--- src/rtl/exc_pkg.sv ---
package exc_pkg;
  localparam int KIND_W = 5;
  localparam int CODE_W = 5;
  localparam int DBG_W  = 6;

  typedef enum logic [KIND_W-1:0] {
    K_INT      = 5'd0,  K_TLB_MOD  = 5'd1,  K_TLB_LD   = 5'd2,  K_TLB_ST  = 5'd3,
    K_ADR_LD   = 5'd4,  K_ADR_ST   = 5'd5,  K_IBUS     = 5'd6,  K_DBUS    = 5'd7,
    K_SYSCALL  = 5'd8,  K_BREAK    = 5'd9,  K_RSVD     = 5'd10, K_COP_UNU = 5'd11,
    K_OVF      = 5'd12, K_TRAP     = 5'd13, K_NMI      = 5'd14, K_FPE     = 5'd15,
    K_SRESET   = 5'd16, K_DSS      = 5'd17, K_COP2     = 5'd18, K_DINT    = 5'd19,
    K_DIB      = 5'd20, K_DBP      = 5'd21, K_MEDIA    = 5'd22, K_WATCH   = 5'd23,
    K_MCHECK   = 5'd24, K_THREAD   = 5'd25, K_DDBS     = 5'd26, K_DDBL    = 5'd27,
    K_CACHE    = 5'd30
  } exc_kind_e;

  typedef enum logic [1:0] {CLS_NONE, CLS_GEN, CLS_ERR, CLS_DBG} exc_class_e;

  localparam int DB_SS   = 0;
  localparam int DB_INT  = 1;
  localparam int DB_IBRK = 2;
  localparam int DB_BRKI = 3;
  localparam int DB_DST  = 4;
  localparam int DB_DLD  = 5;
endpackage

--- src/rtl/exc_classify.sv ---
module exc_classify
  import exc_pkg::*;
(
  input  logic [KIND_W-1:0] kind_i,
  input  logic              dm_i,
  output exc_class_e        cls_o,
  output logic [CODE_W-1:0] code_o,
  output logic [DBG_W-1:0]  dbg_bit_o,
  output logic              is_int_o,
  output logic              is_tlb_miss_o,
  output logic              is_cache_o,
  output logic              is_cpu_o,
  output logic              is_nmi_o,
  output logic              is_dss_o
);
  logic [KIND_W-1:0] eff;

  // interrupt in debug mode becomes a debug interrupt
  assign eff = (kind_i == K_INT && dm_i) ? K_DINT : kind_i;

  always_comb begin
    cls_o     = CLS_GEN;
    code_o    = eff;
    dbg_bit_o = '0;
    unique case (eff)
      K_NMI, K_SRESET: cls_o = CLS_ERR;
      K_DSS:  begin cls_o = CLS_DBG; dbg_bit_o[DB_SS]   = 1'b1; end
      K_DINT: begin cls_o = CLS_DBG; dbg_bit_o[DB_INT]  = 1'b1; end
      K_DIB:  begin cls_o = CLS_DBG; dbg_bit_o[DB_IBRK] = 1'b1; end
      K_DBP:  begin cls_o = CLS_DBG; dbg_bit_o[DB_BRKI] = 1'b1; end
      K_DDBS: begin cls_o = CLS_DBG; dbg_bit_o[DB_DST]  = 1'b1; end
      K_DDBL: begin cls_o = CLS_DBG; dbg_bit_o[DB_DLD]  = 1'b1; end
      5'd28, 5'd29, 5'd31: cls_o = CLS_NONE;
      default: ;
    endcase
  end

  assign is_int_o      = (eff == K_INT);
  assign is_tlb_miss_o = (eff == K_TLB_LD) || (eff == K_TLB_ST);
  assign is_cache_o    = (eff == K_CACHE);
  assign is_cpu_o      = (eff == K_COP_UNU);
  assign is_nmi_o      = (eff == K_NMI);
  assign is_dss_o      = (eff == K_DSS);
endmodule

--- src/rtl/exc_vector.sv ---
module exc_vector
  import exc_pkg::*;
#(
  parameter int              XLEN      = 32,
  parameter int              BASE_LSB  = 10,
  parameter logic [XLEN-1:0] BOOT_GEN  = 32'hBFC0_0200,
  parameter logic [XLEN-1:0] ERR_VEC   = 32'hBFC0_0000,
  parameter logic [XLEN-1:0] DBG_VEC   = 32'hBFC0_0480,
  parameter logic [XLEN-1:0] OFS_GEN   = 32'h0000_0180,
  parameter logic [XLEN-1:0] OFS_INT   = 32'h0000_0200,
  parameter logic [XLEN-1:0] OFS_REF   = 32'h0000_0000,
  parameter logic [XLEN-1:0] OFS_CBOOT = 32'h0000_0100,
  parameter logic [XLEN-1:0] OFS_CRUN  = 32'h2000_0100
) (
  input  exc_class_e      cls_i,
  input  logic            is_int_i,
  input  logic            is_tlb_miss_i,
  input  logic            is_cache_i,
  input  logic            refill_i,
  input  logic            exl_i,
  input  logic            bev_i,
  input  logic            iv_i,
  input  logic [XLEN-1:0] ebase_i,
  output logic [XLEN-1:0] pc_o
);
  localparam logic [XLEN-1:0] LOW_MASK = (XLEN'(1) << BASE_LSB) - XLEN'(1);

  logic [XLEN-1:0] base, ofs;

  assign base = bev_i ? BOOT_GEN : (ebase_i & ~LOW_MASK);

  always_comb begin
    ofs = OFS_GEN;
    if (is_cache_i)                           ofs = bev_i ? OFS_CBOOT : OFS_CRUN;
    else if (is_int_i && iv_i)                ofs = OFS_INT;
    else if (is_tlb_miss_i && refill_i && !exl_i) ofs = OFS_REF;
  end

  always_comb begin
    unique case (cls_i)
      CLS_ERR: pc_o = ERR_VEC;
      CLS_DBG: pc_o = DBG_VEC;
      default: pc_o = base + ofs;
    endcase
  end
endmodule

--- src/rtl/exc_entry_unit.sv ---
module exc_entry_unit
  import exc_pkg::*;
#(
  parameter int              XLEN    = 32,
  parameter int              INSN_B  = 4,
  parameter logic [XLEN-1:0] ERR_VEC = 32'hBFC0_0000,
  parameter logic [XLEN-1:0] DBG_VEC = 32'hBFC0_0480
) (
  input  logic              clk_i,
  input  logic              rst_ni,
  input  logic              exc_valid_i,
  input  logic [KIND_W-1:0] exc_kind_i,
  input  logic [XLEN-1:0]   exc_pc_i,
  input  logic              exc_slot_i,
  input  logic              exc_refill_i,
  input  logic [1:0]        exc_cop_i,
  input  logic              cfg_we_i,
  input  logic [XLEN-1:0]   cfg_ebase_i,
  input  logic              cfg_bev_i,
  input  logic              cfg_iv_i,
  output logic              redirect_valid_o,
  output logic [XLEN-1:0]   redirect_pc_o,
  output logic [XLEN-1:0]   epc_o,
  output logic [XLEN-1:0]   error_epc_o,
  output logic [XLEN-1:0]   depc_o,
  output logic [XLEN-1:0]   ebase_o,
  output logic              exl_o,
  output logic              erl_o,
  output logic              bev_o,
  output logic              iv_o,
  output logic              bd_o,
  output logic              kern_o,
  output logic              nmi_flag_o,
  output logic              sr_flag_o,
  output logic              debug_mode_o,
  output logic [CODE_W-1:0] exc_code_o,
  output logic [1:0]        ce_o,
  output logic [DBG_W-1:0]  dbg_cause_o
);
  localparam logic [XLEN-1:0] SLOT_BACK = XLEN'(INSN_B);

  exc_class_e        cls;
  logic [CODE_W-1:0] code;
  logic [DBG_W-1:0]  dbg_bit;
  logic              is_int, is_tlb_miss, is_cache, is_cpu, is_nmi, is_dss;
  logic [XLEN-1:0]   vec_pc, ret_pc;

  logic              redir_q, exl_q, erl_q, bev_q, iv_q, bd_q, kern_q, nmi_q, sr_q, dm_q;
  logic [XLEN-1:0]   redir_pc_q, epc_q, erpc_q, depc_q, ebase_q;
  logic [CODE_W-1:0] code_q;
  logic [1:0]        ce_q;
  logic [DBG_W-1:0]  dbg_q;

  exc_classify i_classify (
    .kind_i(exc_kind_i), .dm_i(dm_q), .cls_o(cls), .code_o(code), .dbg_bit_o(dbg_bit),
    .is_int_o(is_int), .is_tlb_miss_o(is_tlb_miss), .is_cache_o(is_cache),
    .is_cpu_o(is_cpu), .is_nmi_o(is_nmi), .is_dss_o(is_dss)
  );

  exc_vector #(.XLEN(XLEN), .ERR_VEC(ERR_VEC), .DBG_VEC(DBG_VEC)) i_vector (
    .cls_i(cls), .is_int_i(is_int), .is_tlb_miss_i(is_tlb_miss), .is_cache_i(is_cache),
    .refill_i(exc_refill_i), .exl_i(exl_q), .bev_i(bev_q), .iv_i(iv_q),
    .ebase_i(ebase_q), .pc_o(vec_pc)
  );

  assign ret_pc = exc_slot_i ? exc_pc_i - SLOT_BACK : exc_pc_i;

  always_ff @(posedge clk_i or negedge rst_ni) begin
    if (!rst_ni) begin
      redir_q <= 1'b0; redir_pc_q <= '0;
      epc_q <= '0; erpc_q <= '0; depc_q <= '0; ebase_q <= '0;
      exl_q <= 1'b0; erl_q <= 1'b1; bev_q <= 1'b1; iv_q <= 1'b0; bd_q <= 1'b0;
      kern_q <= 1'b0; nmi_q <= 1'b0; sr_q <= 1'b0; dm_q <= 1'b0;
      code_q <= '0; ce_q <= '0; dbg_q <= '0;
    end else begin
      redir_q <= 1'b0;
      if (cfg_we_i) begin
        ebase_q <= cfg_ebase_i;
        bev_q   <= cfg_bev_i;
        iv_q    <= cfg_iv_i;
      end
      if (exc_valid_i) begin
        unique case (cls)
          CLS_GEN: begin
            if (!exl_q) begin
              epc_q  <= ret_pc;
              bd_q   <= exc_slot_i;
              exl_q  <= 1'b1;
              kern_q <= 1'b1;
            end
            code_q <= code;
            if (is_cpu) ce_q <= exc_cop_i;
          end
          CLS_ERR: begin
            if (is_nmi) nmi_q <= 1'b1;
            else        sr_q  <= 1'b1;
            erpc_q <= ret_pc;
            erl_q  <= 1'b1;
            bev_q  <= 1'b1;
            kern_q <= 1'b1;
            if (!exl_q) bd_q <= 1'b0;
          end
          CLS_DBG: begin
            dbg_q  <= dbg_q | dbg_bit;
            depc_q <= is_dss ? exc_pc_i : ret_pc;
            dm_q   <= 1'b1;
            kern_q <= 1'b1;
            if (!exl_q) bd_q <= 1'b0;
          end
          default: ;
        endcase
        if (cls != CLS_NONE) begin
          redir_q    <= 1'b1;
          redir_pc_q <= vec_pc;
        end
      end
    end
  end

  assign redirect_valid_o = redir_q;
  assign redirect_pc_o    = redir_pc_q;
  assign epc_o            = epc_q;
  assign error_epc_o      = erpc_q;
  assign depc_o           = depc_q;
  assign ebase_o          = ebase_q;
  assign exl_o            = exl_q;
  assign erl_o            = erl_q;
  assign bev_o            = bev_q;
  assign iv_o             = iv_q;
  assign bd_o             = bd_q;
  assign kern_o           = kern_q;
  assign nmi_flag_o       = nmi_q;
  assign sr_flag_o        = sr_q;
  assign debug_mode_o     = dm_q;
  assign exc_code_o       = code_q;
  assign ce_o             = ce_q;
  assign dbg_cause_o      = dbg_q;

  AST_REDIRECT_NEXT: assert property (@(posedge clk_i) disable iff (!rst_ni)
    exc_valid_i && cls != CLS_NONE |=> redirect_valid_o) else $error("redirect late");
  AST_NO_SPURIOUS_REDIRECT: assert property (@(posedge clk_i) disable iff (!rst_ni)
    !exc_valid_i |=> !redirect_valid_o) else $error("spurious redirect");
  AST_EPC_FROZEN: assert property (@(posedge clk_i) disable iff (!rst_ni)
    exl_o |=> exl_o && $stable(epc_o)) else $error("epc moved at exl");
  AST_ERR_ENTRY: assert property (@(posedge clk_i) disable iff (!rst_ni)
    exc_valid_i && cls == CLS_ERR |=> erl_o && bev_o && kern_o && redirect_pc_o == ERR_VEC)
    else $error("error entry");
  AST_DBG_ENTRY: assert property (@(posedge clk_i) disable iff (!rst_ni)
    exc_valid_i && cls == CLS_DBG |=> debug_mode_o && redirect_pc_o == DBG_VEC)
    else $error("debug entry");
  AST_DBG_STICKY: assert property (@(posedge clk_i) disable iff (!rst_ni)
    debug_mode_o |=> debug_mode_o && ((dbg_cause_o & $past(dbg_cause_o)) == $past(dbg_cause_o)))
    else $error("debug bits lost");
endmodule

--- config.mk ---
export PLATFORM = sky130hd
export DESIGN_NAME = exc_entry_unit
export DESIGN_NICKNAME = d
export VERILOG_FILES = /design/src/rtl/exc_pkg.sv /design/src/rtl/exc_classify.sv /design/src/rtl/exc_vector.sv /design/src/rtl/exc_entry_unit.sv
export SDC_FILE = /design/constraint.sdc
export NUM_CORES = 1
export LEC_CHECK = 0
export BUFFER_PORTS_ARGS = -buffer_cell sky130_fd_sc_hd__clkbuf_2
export CORE_AREA = 2 2 151 108
export CTS_CLUSTER_DIAMETER = 40
export DETAILED_ROUTE_END_ITERATION = 6
export DIE_AREA = 0 0 153 110
export PLACE_DENSITY = 0.93
export SLEW_MARGIN = 0
export SYNTH_ARGS = -nofsm -noshare
export SYNTH_HDL_FRONTEND = slang
export SYNTH_SLANG_ARGS = --single-unit
--- constraint.sdc ---
create_clock -name clk_i -period 5.5 [get_ports clk_i]
set_input_delay 0.275 -clock clk_i [delete_from_list [all_inputs] [get_ports clk_i]]
set_output_delay 0.275 -clock clk_i [all_outputs]
set_load 0.03 [all_outputs]
==> run_results.csv <==
group,metric,value,unit
outcome,outcome,"finished, violations left",
outcome,violations,"hold timing",
job,maxCapViolations,0,
pwr,ir_worst_vdd,0.2775,mV
sta,rsz0062_at_grt,"false",
die,die_w,153,µm
final_layout,finalNetCount,1084,
sta,relSlewSlack,32.48,%
global_route,grt_pass1_wl,35600,µm
clocking,clkSlewWorstSetupHoldPaths,0.07,ns
global_route,antenna_found_initial,0,
clocking,postCtsSetupBuffers,0,
setup_path,cp-start-kind,"flip-flop",
die,io_pins,262,
die,fp-row-count,38,
placed_design,dp_hpwl,16690,µm
die,dieArea,0.01683,mm²
logic_synthesis,synth_enable_flop_cells,0,
sta,fin_crit_sh,50.67,%
setup_path,worstSetupPathType,"reg -> reg",
drt,routedWlPerCell,19.05,µm
setup_path,critPathMaxFanout,22,
logic_synthesis,ys_ff_latch,175,
pwr,power.leakage,0.004944,µW
worst_hold_path,hold_class,"in -> async",
final_layout,num-fill-cells,1187,
global_route,grt_max_degree,112,
pwr,p_per_area,396.7,mW/mm²
die,die_y,110,µm
logic_synthesis,syn_area_per_cell,10.97,µm²
sta,fin_skew,0.01041,ns
logic_synthesis,syn_area,0.008481,mm²
drt,vias,6908,
sta,worst_slew_pin_slew,1.013,ns
clocking,root_buffer,"clkbuf_16",
clocking,cts_tree,"yes",
die,core_area,0.01536,mm²
clocking,clock_tree.buffer_depth,2,
logic_synthesis,synthArstFlopShare,100.0,%
sta,final_max_slew_viol_count,0,
placed_design,place_congestion,0.9196,
placed_design,port_buffers,253,
clocking,insertion_delay,0.43,ns
drt,vias_per_cell,5.686,
final_layout,syn_to_final_growth,21.95,%
drt,postRouteAntennaNets,0,
logic_synthesis,synthTopCellsByCount,"dfrtp_1 (174), mux2_2 (71), nor2_1 (64)",
die,initial_utilization,55.22,%
global_route,grt_usage,27.28,%
clocking,cts_hold_buffers,0,
sta,setup_tns,0,ns
clocking,ctsResizeCount,0,
setup_path,cp-end-kind,"flip-flop",
sta,finalHoldViolations,39,
drt,drtPass1Iterations,7,
final_layout,drive_above_1_share,37.73,%
sta,fin_hold_ws,-0.03505,ns
logic_synthesis,yosysTopAreaCellShare,51.34,%
logic_synthesis,synth_cell_types,68,
logic_synthesis,ys_seq_area_share,51.65,%
logic_synthesis,ys_top_cells_by_area,"dfrtp_1 (51%), mux2_2 (9.4%), xnor2_1 (4.5%)",
global_route,grt_pass1_vias,6646,
drt,drtIter0Drc,630,
logic_synthesis,yosysWarnings,0,
drt,drc,0,
logic_synthesis,synthCells,773,
clocking,cts_buffers,17,
sta,fmax,358.9,MHz
logic_synthesis,yosys_most_used_dff,"dfrtp_1",
sta,fin_crit,2.787,ns
logic_synthesis,yosys.area.top_type,"dfrtp_1",
final_layout,diodes,0,
setup_path,arrival,3.10,ns
setup_path,required,5.81,ns
sta,setup_viol_count_final,0,
global_route,overflow,0,
clocking,cts_htree_levels,4,
drt,drt_wl_total,23140,µm
logic_synthesis,yosysMostFrequentCell,"dfrtp_1",
clocking,cts_sinks,175,
## path summary, 6_finish.rpt
| check | from | endpoint | slack [ns] | depth (start not counted) |
|---|---|---|---|---|
| max in group asynchronous | rst_ni | epc_o[17] | 4.08 | 2 |
| min in group clk_i | cfg_ebase_i[26] | ebase_o[26] | 0.08 | 2 |
| setup reg to reg | debug_mode_o | ce_o[0] | 2.71 | 5 |
| setup / recovery | debug_mode_o | ce_o[0] | 2.71 | 5 |
| hold / removal | rst_ni | epc_o[20] | -0.04 | 1 |
| hold reg to reg | dbg_cause_o[5] | dbg_cause_o[5] | 0.47 | 2 |
## cell type report
cell class	count	area, µm²	area share, %
Sequential cell	175	4380	42.35
Tap cell	200	250.2	2.420
Inverter	40	150.1	1.452
Timing Repair Buffer	258	1310	12.67
Clock buffer	18	429.2	4.150
Clock inverter	14	122.6	1.186
Multi-Input combinational cell	510	3700	35.77
## cells by family after synthesis
family | count (synthesis) | synth area share (%)
and+or+nand+nor | 218 | 14.00
AOI/OAI and AO/OA | 111 | 8.676
xor gates and xnor gates | 67 | 6.919
adders and majority gates | 3 | 0.4427
muxes | 103 | 13.23
DFF | 175 | 51.65
other | 2 | 0.08855
buffers and inverters | 94 | 4.987
## report_power, final
part	internal [µW]	leakage (µW)	switching [µW]
clock	594	0.000259	542
sequential	1540	0.00204	168
combinational	384	0.00264	878
total	2510	0.00494	1590
## metal layers
metal,track usage [%],up-vias,share of wire [%]
li1,-,3124,-
met1,38.57,3375,44
met2,39.49,348,44
met3,8.014,61,8.4
met4,11.84,0,3.5
met5,0,-,0
## flip-flops by register name, summed over array words and instances, names as in the netlist, 2 cells and up
| signal | count |
|---|---|
| epc_o | 32 |
| exc_code_o | 5 |
| redirect_pc_o | 25 |
| dbg_cause_o | 6 |
| ce_o | 2 |
| depc_o | 32 |
| error_epc_o | 32 |
| ebase_o | 32 |
## layout by cell type (no fill, tap or decap), drive strengths merged, types with 6 or more instances in the layout
cell type / n
clkbuf: 270
xor2: 23
nand2: 51
inv: 48
o21ai: 20
nand3: 16
mux2: 73
buf: 6
nand2b: 6
a21oi: 41
a22o: 6
conb: 8
dfrtp: 174
nand4: 7
nor4: 29
nor2: 64
mux2i: 30
xnor2: 44
nor3: 13
## critical path, cell delays in order, from the launching register on
cell,delay (ns)
dfrtp_1,0.44
or4b_4,0.52
a21oi_1,0.39
a211o_1,0.65
or3_1,0.31
mux2_2,0.36
## stage by stage
step	util [%]	area, µm²	worst slack [ns]	power, µW	instances
6_report	67.35	10340	2.713	4103	1215
5_1_grt	67.35	10340	2.617	4291	1215
2_1_floorplan	-	8503	2.791	2540	779
4_1_cts	67.35	10340	2.743	4129	1215
3_3_place_gp	63.75	9791	2.678	2946	1183
3_5_place_dp	63.75	9791	2.412	2989	1183
Power figures use the tool's default switching activity.
